### config.mk
export PLATFORM = sky130hd
export DESIGN_NAME = sync_serial_xcvr
export DESIGN_NICKNAME = d
export VERILOG_FILES = /design/src/rtl/sync_serial_xcvr.sv
export SDC_FILE = /design/constraint.sdc
export NUM_CORES = 1
export LEC_CHECK = 0
export CAP_MARGIN = 0
export CORE_MARGIN = 2
export CORE_UTILIZATION = 50
export CTS_CLUSTER_DIAMETER = 40
export DETAILED_ROUTE_END_ITERATION = 10
export HOLD_SLACK_MARGIN = 0.05
export PLACE_DENSITY = 0.71
export SYNTH_ARGS = -nofsm -noshare
export SYNTH_HDL_FRONTEND = slang
export SYNTH_SLANG_ARGS = --single-unit
export TNS_END_PERCENT = 20
### constraint.sdc
create_clock -name clk -period 2.6 [get_ports clk]
set_clock_uncertainty 0.1 [all_clocks]
set_input_delay 0.65 -clock clk [delete_from_list [all_inputs] [get_ports clk]]
set_output_delay 0.65 -clock clk [all_outputs]
set_load 0.05 [all_outputs]
### src/rtl/sync_serial_xcvr.sv
module sync_serial_xcvr #(
  parameter int DW = 8
) (
  input  logic          clk,
  input  logic          rst_n,
  input  logic          wr_en,
  input  logic          rd_en,
  input  logic [1:0]    addr,
  input  logic [DW-1:0] wdata,
  output logic [DW-1:0] rdata,
  output logic          sclk,
  output logic          sdo,
  input  logic          sdi,
  output logic          rx_irq
);
  localparam int BCW = (DW > 1) ? $clog2(DW) : 1;

  logic [DW-1:0]  txbuf, txsh, rxsh, rxbuf, div, cnt;
  logic [BCW-1:0] bitn;
  logic tx_empty, rx_full, ovr, tx_end, tx_en, rx_en, busy, sclk_q, rx_full_q;

  wire wr_tx = wr_en && addr == 2'd0 && tx_empty;
  wire rd_rx = rd_en && addr == 2'd0;
  wire wr_st = wr_en && addr == 2'd1;
  wire start = !busy && !tx_empty && tx_en && !ovr;
  wire tick  = busy && cnt == div;
  wire rise  = tick && !sclk_q;
  wire fall  = tick && sclk_q;
  wire done  = fall && bitn == BCW'(DW - 1);

  assign sclk   = sclk_q;
  assign sdo    = txsh[DW-1];
  assign rx_irq = rx_full && !rx_full_q;

  always_comb begin
    case (addr)
      2'd0:    rdata = rxbuf;
      2'd1:    rdata = DW'({tx_end, ovr, rx_full, tx_empty});
      2'd2:    rdata = DW'({rx_en, tx_en});
      default: rdata = div;
    endcase
  end

  always_ff @(posedge clk or negedge rst_n) begin
    if (!rst_n) begin
      txbuf <= '0; txsh <= '0; rxsh <= '0; rxbuf <= '0; div <= '0; cnt <= '0;
      bitn <= '0; busy <= 1'b0; sclk_q <= 1'b0; rx_full_q <= 1'b0;
      tx_empty <= 1'b1; tx_end <= 1'b1; rx_full <= 1'b0; ovr <= 1'b0;
      tx_en <= 1'b0; rx_en <= 1'b0;
    end else begin
      rx_full_q <= rx_full;
      cnt <= (!busy || tick) ? '0 : cnt + 1'b1;

      if (wr_st && wdata[2]) ovr <= 1'b0;
      if (wr_st && wdata[3]) tx_end <= 1'b0;
      if (wr_en && addr == 2'd2) begin
        tx_en <= wdata[0];
        rx_en <= wdata[1];
      end
      if (wr_en && addr == 2'd3) div <= wdata;

      if (start) begin
        txsh     <= txbuf;
        tx_empty <= 1'b1;
        busy     <= 1'b1;
        tx_end   <= 1'b0;
        bitn     <= '0;
        sclk_q   <= 1'b0;
      end else if (wr_tx) begin
        txbuf    <= wdata;
        tx_empty <= 1'b0;
      end

      if (rise) begin
        sclk_q <= 1'b1;
        rxsh   <= {rxsh[DW-2:0], sdi};
      end
      if (fall) begin
        sclk_q <= 1'b0;
        txsh   <= {txsh[DW-2:0], 1'b0};
        bitn   <= bitn + 1'b1;
      end

      if (done) begin
        busy   <= 1'b0;
        tx_end <= tx_empty;
      end

      if (done && rx_en) begin
        if (rx_full && !rd_rx) ovr <= 1'b1;
        else begin
          rxbuf   <= rxsh;
          rx_full <= 1'b1;
        end
      end else if (rd_rx) rx_full <= 1'b0;
    end
  end

  assert_sclk_idle_R4: assert property (@(posedge clk) disable iff (!rst_n)
    !busy |-> !sclk);
  assert_freeze_on_overrun_R7: assert property (@(posedge clk) disable iff (!rst_n)
    (ovr && !busy) |=> !busy);
  assert_rx_kept_R7: assert property (@(posedge clk) disable iff (!rst_n)
    ovr |=> $stable(rxbuf));
  assert_irq_single_R6: assert property (@(posedge clk) disable iff (!rst_n)
    rx_irq |=> !rx_irq);
  assert_empty_at_load_R3: assert property (@(posedge clk) disable iff (!rst_n)
    $rose(busy) |-> tx_empty);
  assert_ignored_write_R9: assert property (@(posedge clk) disable iff (!rst_n)
    (wr_en && addr == 2'd0 && !tx_empty) |=> $stable(txbuf));
  assert_no_tx_when_off_R10: assert property (@(posedge clk) disable iff (!rst_n)
    (!tx_en && !busy) |=> !busy);
endmodule

== Word level (Yosys, flattened, before mapping) ==
Cells that the tools add are included.

* Register bits after elaboration: 60
* Output and inout bits: 11
* Logic and storage cells: 83

* Add/subtract/negate cells: 2
* Equality and inequality tests: 6
* Mux-type cells: 22
* Bitwise logic cells: 2
* Reductions and logical operators: 35

{| class="wikitable"
|+ Operators with widths
! kind !! number
|-
| 8-bit 2-to-1 mux || 3
|-
| 8-bit one-hot mux with 3 select lines || 1
|-
| 1-bit logical AND || 18
|-
| 1-bit 2-to-1 mux || 16
|-
| 8-bit by 1-bit adder with 8-bit output, second input constant || 1
|-
| 8-bit == test || 1
|-
| 2-bit nonzero test || 4
|-
| 1-bit logical NOT || 6
|-
| 3-bit 2-to-1 mux || 2
|-
| 2-bit AND reduction || 3
|-
| 3-bit nonzero test || 2
|-
| 2-bit == test, second input constant || 2
|-
| 3-bit by 1-bit adder with 3-bit output, second input constant || 1
|-
| 3-bit == test, second input constant || 1
|-
| 2-bit by 1-bit == test with 1-bit output, second input constant || 1
|-
| 2-bit logical NOT || 1
|-
| 2-bit inequality test, second input constant || 1
|-
| 1-bit NOT || 2
|-
| 1-bit logical OR || 1
|}

== Longest topological paths before layout ==
Gate-level depths: netlist (run 1).

* Depth after elaboration: 7
* Mapped depth: 7
* Mapped depth without buffers: 6

== Worst setup path before layout (run 1) ==
Ideal clock, no wire load.

* Kind: input to output
* Start point: input port addr[0]
* End point: output port rdata[2]
* Data arrival time: 2028 ps
* Required time: 1850 ps
* Setup slack: -178 ps
* Cell stages on the path: 3
* Path through: buf_2 > mux2i_1 > o21ai_0

* Word-level cells in the longest chain between the ends: 2

{| class="wikitable"
|+ RTL lines
! element !! line !! source
|-
| start: declaration || 8 || <nowiki>input logic [1:0] addr,</nowiki>
|-
| 2-bit == test, or another cell as far along || 36 || <nowiki>case (addr)</nowiki>
|-
| 8-bit one-hot mux with 3 select lines (*) || 36 ||
|-
| end: declaration || 10 || <nowiki>output logic [DW-1:0] rdata,</nowiki>
|}

Every way passes the cells marked *; elsewhere a longest branch is shown, timed or not.

== Worst setup path in the final report (run 1) ==
* Start point: input port addr[0]
* End point: output port rdata[0]

The elaborated chain is that of the path after synthesis.

==> results.yml, run 1 <==
place:
  hpwlAfterDp_um: 3930
  dp_slack_ns: -0.209
  gp_congestion: 0.859
  port_buffers: 25
  place_area_um2: 3270
  dp.cells: 307
global_routing:
  first_global_vias: 1803
  overflow: 0
  grt_max_degree: 33
  antenna_found_initial: 0
  groute.usage.overall_pct: 19.8
  grt_pass1_wl_um: 9070
min_path:
  min_path_type: "input pin to async pin"
setup_path:
  reg2reg_from: "div[5]"
  worst-r2r-cell-count: 4
  ff2ff_setup_slack_ns: 0.44
  cp-end-kind: "output pin"
  r2r-end: "rxsh[7]"
  cpLargestDelayFamily: "buffers and inverters"
  slowest_stage: "mux4_2"
  cp.arrival_ns: 1.74
  critPathKind: "input pin to output pin"
  critical_path_buf_inv_count: 2
  cp_max_fo: 7
  critPathLaunchType: "input pin"
  critPathMaxStageDelay_ns: 0.54
  path_cells: "clkdlybuf4s15_1 -> mux4_2 -> buf_4"
  crit_required_ns: 1.85
floorplanning:
  num_rows: 27
  start_util_pct: 51.4
  pin_count: 26
  core_area_um2: 5440
  dieWidth_um: 78.8
  die_h_um: 78.8
  dieArea_um2: 6200
sta:
  final-hold-violation-count: 0
  min_period_ns: 2.49
  fmax_ghz: 0.401
  hold_ws_ns: 0.132
  fin_crit_sh_pct: 95.9
  setup_viol: 0
  worst_slack_ns: 0.106
  setup_tns_ns: 0
  worst_slew_pin_slew_ns: 0.612
  slew_headroom_pct: 59.1
  rsz0062_at_grt: "no"
  slew_violations: 0
cells_and_area:
  final_cell_mix: "dfrtp_1 (58), mux2_2 (22), mux2_4 (16)"
  area_delta_synth_final_pct: 23.8
  layout_commonest_cell: "dfrtp_1"
  antenna_cells: 0
  drive_gt1_share_pct: 33.9
  final_cell_area_um2: 3460
  fin_cells: 323
  layout.nets: 264
  fill_cells: 422
clocking:
  numCtsBuffers: 9
  post_cts_buffers: 0
  clkSinkCount: 60
  postCtsHoldBufs: 0
  post_cts_resized: 3
  cts_root_buffer: "clkbuf_8"
  clk_pin_slew_ns: 0.07
  cts_max_path_buffers: 2
  clock_latency_ns: 0.34
  cts_tree: "built"
  h-tree-depth: 3
synthesis:
  yosys.area.top_type_share_pct: 51.9
  yosysTopAreaCell: "dfrtp_1"
  yosysUniqueCellTypes: 38
  synth-edff-count: 0
  ys_seq_area_share_pct: 53.8
  yosys-top-cells-area: "dfrtp_1 (52%), mux2_2 (8.9%), mux2_4 (8.6%)"
  synth-warning-count: 0
  synthCells: 205
  syn_area_um2: 2790
  syn_nets: 223
  synth-async-reset-ratio_pct: 100
  ys.flop_type: "dfrtp_1"
  ys_ff_latch: 60
  synth_area_per_cell_um2: 13.6
routing:
  drtPass1Iterations: 5
  initialDrtViolationCount: 82
  routedWlPerCell_um: 17.1
  vias: 1789
  detail-route-antenna-nets: 0
  drc: 0
  vias_per_cell: 5.54
  wirelength_um: 5510
pwr:
  leakagePower_nw: 1.61
  irDropWorstVdd_mv: 0.373
  power_density_nw_per_um2: 828
job:
  cap_violations: 0
outcome:
  status: "completed"
==> layout make-up <==
class	count	area, µm²	share of cell area (%)
Clock inverter	6	65.1	1.88
Multi-Input combinational cell	134	1220	35.4
Clock buffer	10	128	3.69
Timing Repair Buffer	39	442	12.8
Sequential cell	60	1500	43.5
Inverter	2	7.51	0.217
Tap cell	72	90.1	2.60
==> how the worst max path moves through the flow <==
stage	start	end	slack (ns)	cells past startpoint
finish	addr[0]	rdata[0]	0.11	3
global route	addr[0]	rdata[3]	0.02	6
CTS	addr[0]	rdata[3]	0.07	6
detailed placement	addr[0]	rxbuf[4]	-0.21	6
global placement	addr[0]	rdata[3]	-0.21	6
floorplan	addr[0]	rdata[3]	-0.18	3
==> metal layers <==
| layer | routed length [µm] | part of all wire (%) | global-route usage (%) |
|---|---|---|---|
| met5 | 0 | 0 | 0 |
| met4 | 80 | 1.5 | 8.42 |
| met3 | 205 | 3.7 | 5.68 |
| met2 | 2640 | 48 | 29.6 |
| met1 | 2580 | 47 | 27.1 |
==> Yosys cell counts, types with 2 or more instances <==
master / n
nor2_1: 11
mux2_4: 16
a22o_1: 4
mux2i_1: 3
ha_1: 3
inv_1: 2
and2_1: 8
buf_2: 3
mux4_2: 2
o21ai_0: 3
dfstp_2: 2
a21o_1: 2
clkbuf_1: 3
xnor2_1: 3
and4b_1: 2
nor3b_1: 2
nor2b_1: 3
nand3_1: 8
xor2_1: 11
a221o_1: 7
dfrtp_1: 58
nand2_1: 6
buf_6: 3
and3_1: 5
mux2_2: 22
==> report_power, final <==
group          total [mW]  switching [mW]  internal, mW
combinational       0.703           0.349         0.354
sequential           1.34           0.184          1.16
clock               0.821           0.378         0.442
==> cell families after synthesis <==
logic type / Yosys count / share of synthesized area [%]
AO/OA/AOI/OAI: 22 / 6.58
XOR/XNOR: 14 / 4.39
adder cells (fa/ha/maj): 3 / 1.34
buffers and inverters: 11 / 2.42
flip-flops: 60 / 53.8
multiplexers: 43 / 20.2
AND/OR/NAND/NOR: 52 / 11.3
==> flip-flops by register name, indices dropped and copies added (netlist names), 3 cells and up <==
name   cells
rxbuf      8
bitn       3
txsh       8
cnt        8
div        8
rxsh       8
txbuf      8
==> stage by stage <==
step / power, mW / utilization (%)
5_1_grt: 3.02 / 63.6
6_report: 2.86 / 63.6
4_1_cts: 2.89 / 63.6
3_3_place_gp: 2.03 / 60.1
2_1_floorplan: 1.81 / -
3_5_place_dp: 2.05 / 60.1
(Power assumes the default switching activity.)
==> run 2: changes to the inputs <==
--- a/config.mk
+++ b/config.mk
@@ -12,6 +12,7 @@
 export DETAILED_ROUTE_END_ITERATION = 10
 export HOLD_SLACK_MARGIN = 0.05
 export PLACE_DENSITY = 0.71
+export SKIP_CTS_REPAIR_TIMING = 1
 export SYNTH_ARGS = -nofsm -noshare
 export SYNTH_HDL_FRONTEND = slang
 export SYNTH_SLANG_ARGS = --single-unit
==> constraint.sdc (replaced) <==
create_clock -name clk -period 2.8 [get_ports clk]
set_clock_uncertainty 0.1 [all_clocks]
set_input_delay 0.7 -clock clk [delete_from_list [all_inputs] [get_ports clk]]
set_output_delay 0.7 -clock clk [all_outputs]
set_load 0.05 [all_outputs]
==> run 2 against run 1 <==
Die area is the same. First-iteration DRC count up 90%. Total power decreased by 4.3%. Global-route usage is essentially flat. Flip-flop and latch count did not move. Wire length is 1.2% lower. Core utilization decreased by 0.16 points. Largest cell class unchanged.
==> results.yml, run 2 (synthesis gave the netlist of run 1 again) <==
global_routing:
  grt_max_degree: 61
  antenna_found_initial: 0
  overflow: 0
  first_global_vias: 1756
  groute.usage.overall_pct: 19.7
  grt_pass1_wl_um: 9140
cells_and_area:
  fin_util_pct: 63.4
  drive_gt1_share_pct: 33.1
  antenna_cells: 0
  regArea_um2: 1500
  multi_input_comb_area_um2: 1220
  fin_cells: 320
  fill_cells: 416
  layout_commonest_cell: "dfrtp_1"
  layout.nets: 261
  area_delta_synth_final_pct: 23.5
  final_cell_mix: "dfrtp_1 (58), mux2_2 (22), mux2_4 (16)"
clocking:
  clk_pin_slew_ns: 0.06
  cts_max_path_buffers: 2
  h-tree-depth: 3
  numCtsBuffers: 9
  cts_root_buffer: "clkbuf_8"
  cts_tree: "built"
  clock_latency_ns: 0.34
  clkSinkCount: 60
pwr:
  power_density_nw_per_um2: 795
  p_total_mw: 2.74
  irDropWorstVdd_mv: 0.460
  leakagePower_nw: 1.61
routing:
  wirelength_um: 5450
  vias_per_cell: 5.57
  vias: 1783
  routedWlPerCell_um: 17.0
  drtPass1Iterations: 4
  detail-route-antenna-nets: 0
  drc: 0
  initialDrtViolationCount: 156
min_path:
  hold_start: "rx_full"
  min_path_type: "flop to flop"
job:
  cap_violations: 0
setup_path:
  startpoint: "addr[1]"
  cp_max_fo: 6
  reg2reg_from: "cnt[0]"
  critical_path_buf_inv_count: 3
  slowest_stage: "clkdlybuf4s50_1"
  cp-end-kind: "output pin"
  ff2ff_setup_slack_ns: 0.63
  critPathMaxStageDelay_ns: 0.57
  cpLargestDelayFamily: "buffers and inverters"
  cp.arrival_ns: 1.92
  critPathKind: "input pin to output pin"
  crit_required_ns: 2.00
  critPathLaunchType: "input pin"
  path_cells: "clkdlybuf4s50_1 -> buf_4 -> mux4_2 -> buf_6"
floorplanning:
  pin_count: 26
  core_area_um2: 5440
  num_rows: 27
  start_util_pct: 51.4
  dieWidth_um: 78.8
  die_h_um: 78.8
  dieArea_um2: 6200
sta:
  slew_violations: 0
  min_period_ns: 2.72
  rsz0062_at_grt: "no"
  final-hold-violation-count: 0
  fmax_ghz: 0.367
  worst_slack_ns: 0.0771
  fin_crit_sh_pct: 97.2
  slew_headroom_pct: 49.9
  worst_slew_pin_slew_ns: 0.752
  setup_viol: 0
outcome:
  status: "completed"
place:
  dp_slack_ns: -0.0304
  port_buffers: 25
  hpwlAfterDp_um: 3730
  dp.cells: 304
  gp_congestion: 0.871
## run 2: changes by cell type in the layout (fill, tap and decap cells not counted), moves of 2 or more
| cell | delta |
|---|---|
| buf_12 | -2 |
| buf_4 | -4 |
| buf_6 | +3 |
| clkinv_4 | -2 |
## run 2: worst paths after layout
path / end / depth (start not counted)
worst max-delay path: rdata[0] / 4
worst min-delay path: rx_full_q / 0
worst max register to register: rxsh[4] / 4
worst min register to register: rx_full_q / 0
max in group asynchronous: div[3] / 2
min in group asynchronous: rxsh[5] / 2
## run 2: metrics by stage
step / cell area, µm² / hold WS, ns / setup TNS [ns]
final: 3450 / 0.344 / 0
after floorplan: 2790 / 0.302 / -0.0781
after global routing: 3450 / 0.380 / 0
after global placement: 3220 / 0.336 / -0.114
after detailed placement: 3220 / 0.350 / -0.260
after CTS: 3440 / 0.363 / -0.0606
## run 2: cell type report
type	instances	share of cell area (%)
multi-input cells	134	35.5
well taps	72	2.61
inverters	2	0.218
flip-flops and latches	60	43.6
clock inverters	5	2.18
repair buffers	36	11.9
clock buffers	11	4.10
## run 2: power by group
group	leakage [nW]	switching, mW	internal (mW)	total, mW
registers	0.773	0.180	1.07	1.25
logic	0.728	0.312	0.326	0.638
clock network	0.113	0.329	0.521	0.850
## run 2: metal layers
layer | track usage, % | up-vias | part of all wire, %
met4 | 7.89 | 0 | 1.4
met3 | 4.89 | 8 | 3.5
met5 | 0 | - | 0
met1 | 28.3 | 923 | 48
met2 | 29.0 | 33 | 48
li1 | - | 819 | -
==> run 3: changes to the inputs <==
--- a/config.mk
+++ b/config.mk
@@ -6,14 +6,14 @@
 export NUM_CORES = 1
 export LEC_CHECK = 0
 export CAP_MARGIN = 0
-export CORE_MARGIN = 2
 export CORE_UTILIZATION = 50
 export CTS_CLUSTER_DIAMETER = 40
 export DETAILED_ROUTE_END_ITERATION = 10
 export HOLD_SLACK_MARGIN = 0.05
 export PLACE_DENSITY = 0.71
+export SETUP_SLACK_MARGIN = 0.15
 export SKIP_CTS_REPAIR_TIMING = 1
 export SYNTH_ARGS = -nofsm -noshare
 export SYNTH_HDL_FRONTEND = slang
 export SYNTH_SLANG_ARGS = --single-unit
-export TNS_END_PERCENT = 20
+export TNS_END_PERCENT = 10
==> run 3 against run 2 <==
Sequential share of layout area grew 0.14 points. Total power shrank 4.5%. Combinational power grew 2%. Critical endpoint is now rx_irq. Worst hold slack lost 0.094 ns.
==> results.yml, run 3 (synthesis gave the netlist of run 1 again) <==
outcome:
  status: "completed"
clocking:
  cts_root_buffer: "clkbuf_8"
  clk_pin_slew_ns: 0.07
  numCtsBuffers: 9
  h-tree-depth: 3
  clock_latency_ns: 0.34
  cts_max_path_buffers: 2
  cts_tree: "built"
  clkSinkCount: 60
setup_path:
  crit_required_ns: 2.00
  ff2ff_setup_slack_ns: 0.65
  critPathMaxStageDelay_ns: 0.80
  cp.arrival_ns: 1.71
  cpLargestDelayFamily: "buffers and inverters"
  cp_max_fo: 5
  slowest_stage: "clkdlybuf4s50_1"
  critPathLaunchType: "flop"
  path_cells: "nor2b_1 -> clkdlybuf4s50_1"
  critical_path_buf_inv_count: 1
  critPathKind: "flop to output pin"
  cp-end-kind: "output pin"
cells_and_area:
  multi_input_comb_area_um2: 1220
  layout_commonest_cell: "dfrtp_1"
  area_delta_synth_final_pct: 23.1
  final_cell_mix: "dfrtp_1 (58), mux2_2 (22), mux2_4 (16)"
  fill_cells: 408
  drive_gt1_share_pct: 33.7
  antenna_cells: 0
  regArea_um2: 1500
  layout.nets: 264
  final_cell_area_um2: 3440
pwr:
  p_total_mw: 2.62
  power_density_nw_per_um2: 761
  leakagePower_nw: 1.61
  irDropWorstVdd_mv: 0.520
routing:
  detail-route-antenna-nets: 0
  drtPass1Iterations: 4
  vias: 1745
  vias_per_cell: 5.47
  wirelength_um: 5400
  drc: 0
  initialDrtViolationCount: 103
  routedWlPerCell_um: 16.9
floorplanning:
  dieWidth_um: 76.8
  num_rows: 26
  pin_count: 26
  start_util_pct: 53.3
  die_h_um: 76.8
  dieArea_um2: 5890
  core_area_um2: 5240
sta:
  worst_slew_pin_slew_ns: 0.604
  slew_headroom_pct: 59.7
  setup_viol: 0
  min_period_ns: 2.51
  rsz0062_at_grt: "no"
  slew_violations: 0
  hold_ws_ns: 0.250
  fmax_ghz: 0.399
  worst_slack_ns: 0.291
  final-hold-violation-count: 0
  fin_crit_sh_pct: 89.6
global_routing:
  groute.usage.overall_pct: 20.3
  grt_max_degree: 27
  overflow: 0
  first_global_vias: 1755
  antenna_found_initial: 0
  grt_pass1_wl_um: 8910
job:
  cap_violations: 0
place:
  place_area_um2: 3230
  port_buffers: 25
  dp_slack_ns: -0.0270
  gp_congestion: 0.820
  hpwlAfterDp_um: 3890
min_path:
  min_path_type: "input pin to async pin"
==> run 3: changes by cell type in the layout (fill, tap and decap cells not counted), sizes merged <==
cell and delta:
clkinv -1, clkinvlp +2, clkbuf -2, bufinv -1, clkdlybuf4s50 -1, dlymetal6s2s +1
buf +3
==> run 3: area by class of cell <==
type	count	share of cell area (%)
clock buffer	9	3.60
multi-input combinational	134	35.6
tap	70	2.55
clock inverter	5	1.60
timing repair buffer	39	12.7
inverter	2	0.218
sequential	60	43.7
==> run 3: metrics by stage <==
step | util [%] | cells | TNS (ns)
floorplan | - | 205 | -0.0781
global placement | 61.7 | 304 | -0.106
detailed placement | 61.7 | 304 | -0.115
CTS | 65.1 | 318 | -0.0773
global route | 65.7 | 319 | 0
finish | 65.7 | 319 | 0
==> run 3: where the power goes <==
part	internal [mW]	total (mW)	leakage (nW)	switching (mW)
Sequential	1.07	1.24	0.773	0.170
Clock	0.397	0.726	0.0870	0.329
Combinational	0.333	0.648	0.754	0.315
==> run 3: worst paths after layout <==
path / cells past startpoint / to / from
worst max-delay path: 2 / rx_irq / rx_full
worst min-delay path: 1 / rxsh[4] / rst_n
worst max register to register: 4 / rxsh[5] / cnt[0]
worst min register to register: 0 / rx_full_q / rx_full
max in group asynchronous: 2 / tx_empty / rst_n
min in group clk: 0 / rx_full_q / rx_full
==> run 3: metal layers <==
metal	GRT usage, %	share of wire (%)	vias to the layer above
met5	0	0	-
met4	9.23	1.9	0
met3	5.95	3.3	8
met2	29.6	46	31
met1	28.0	49	882
li1	-	-	824
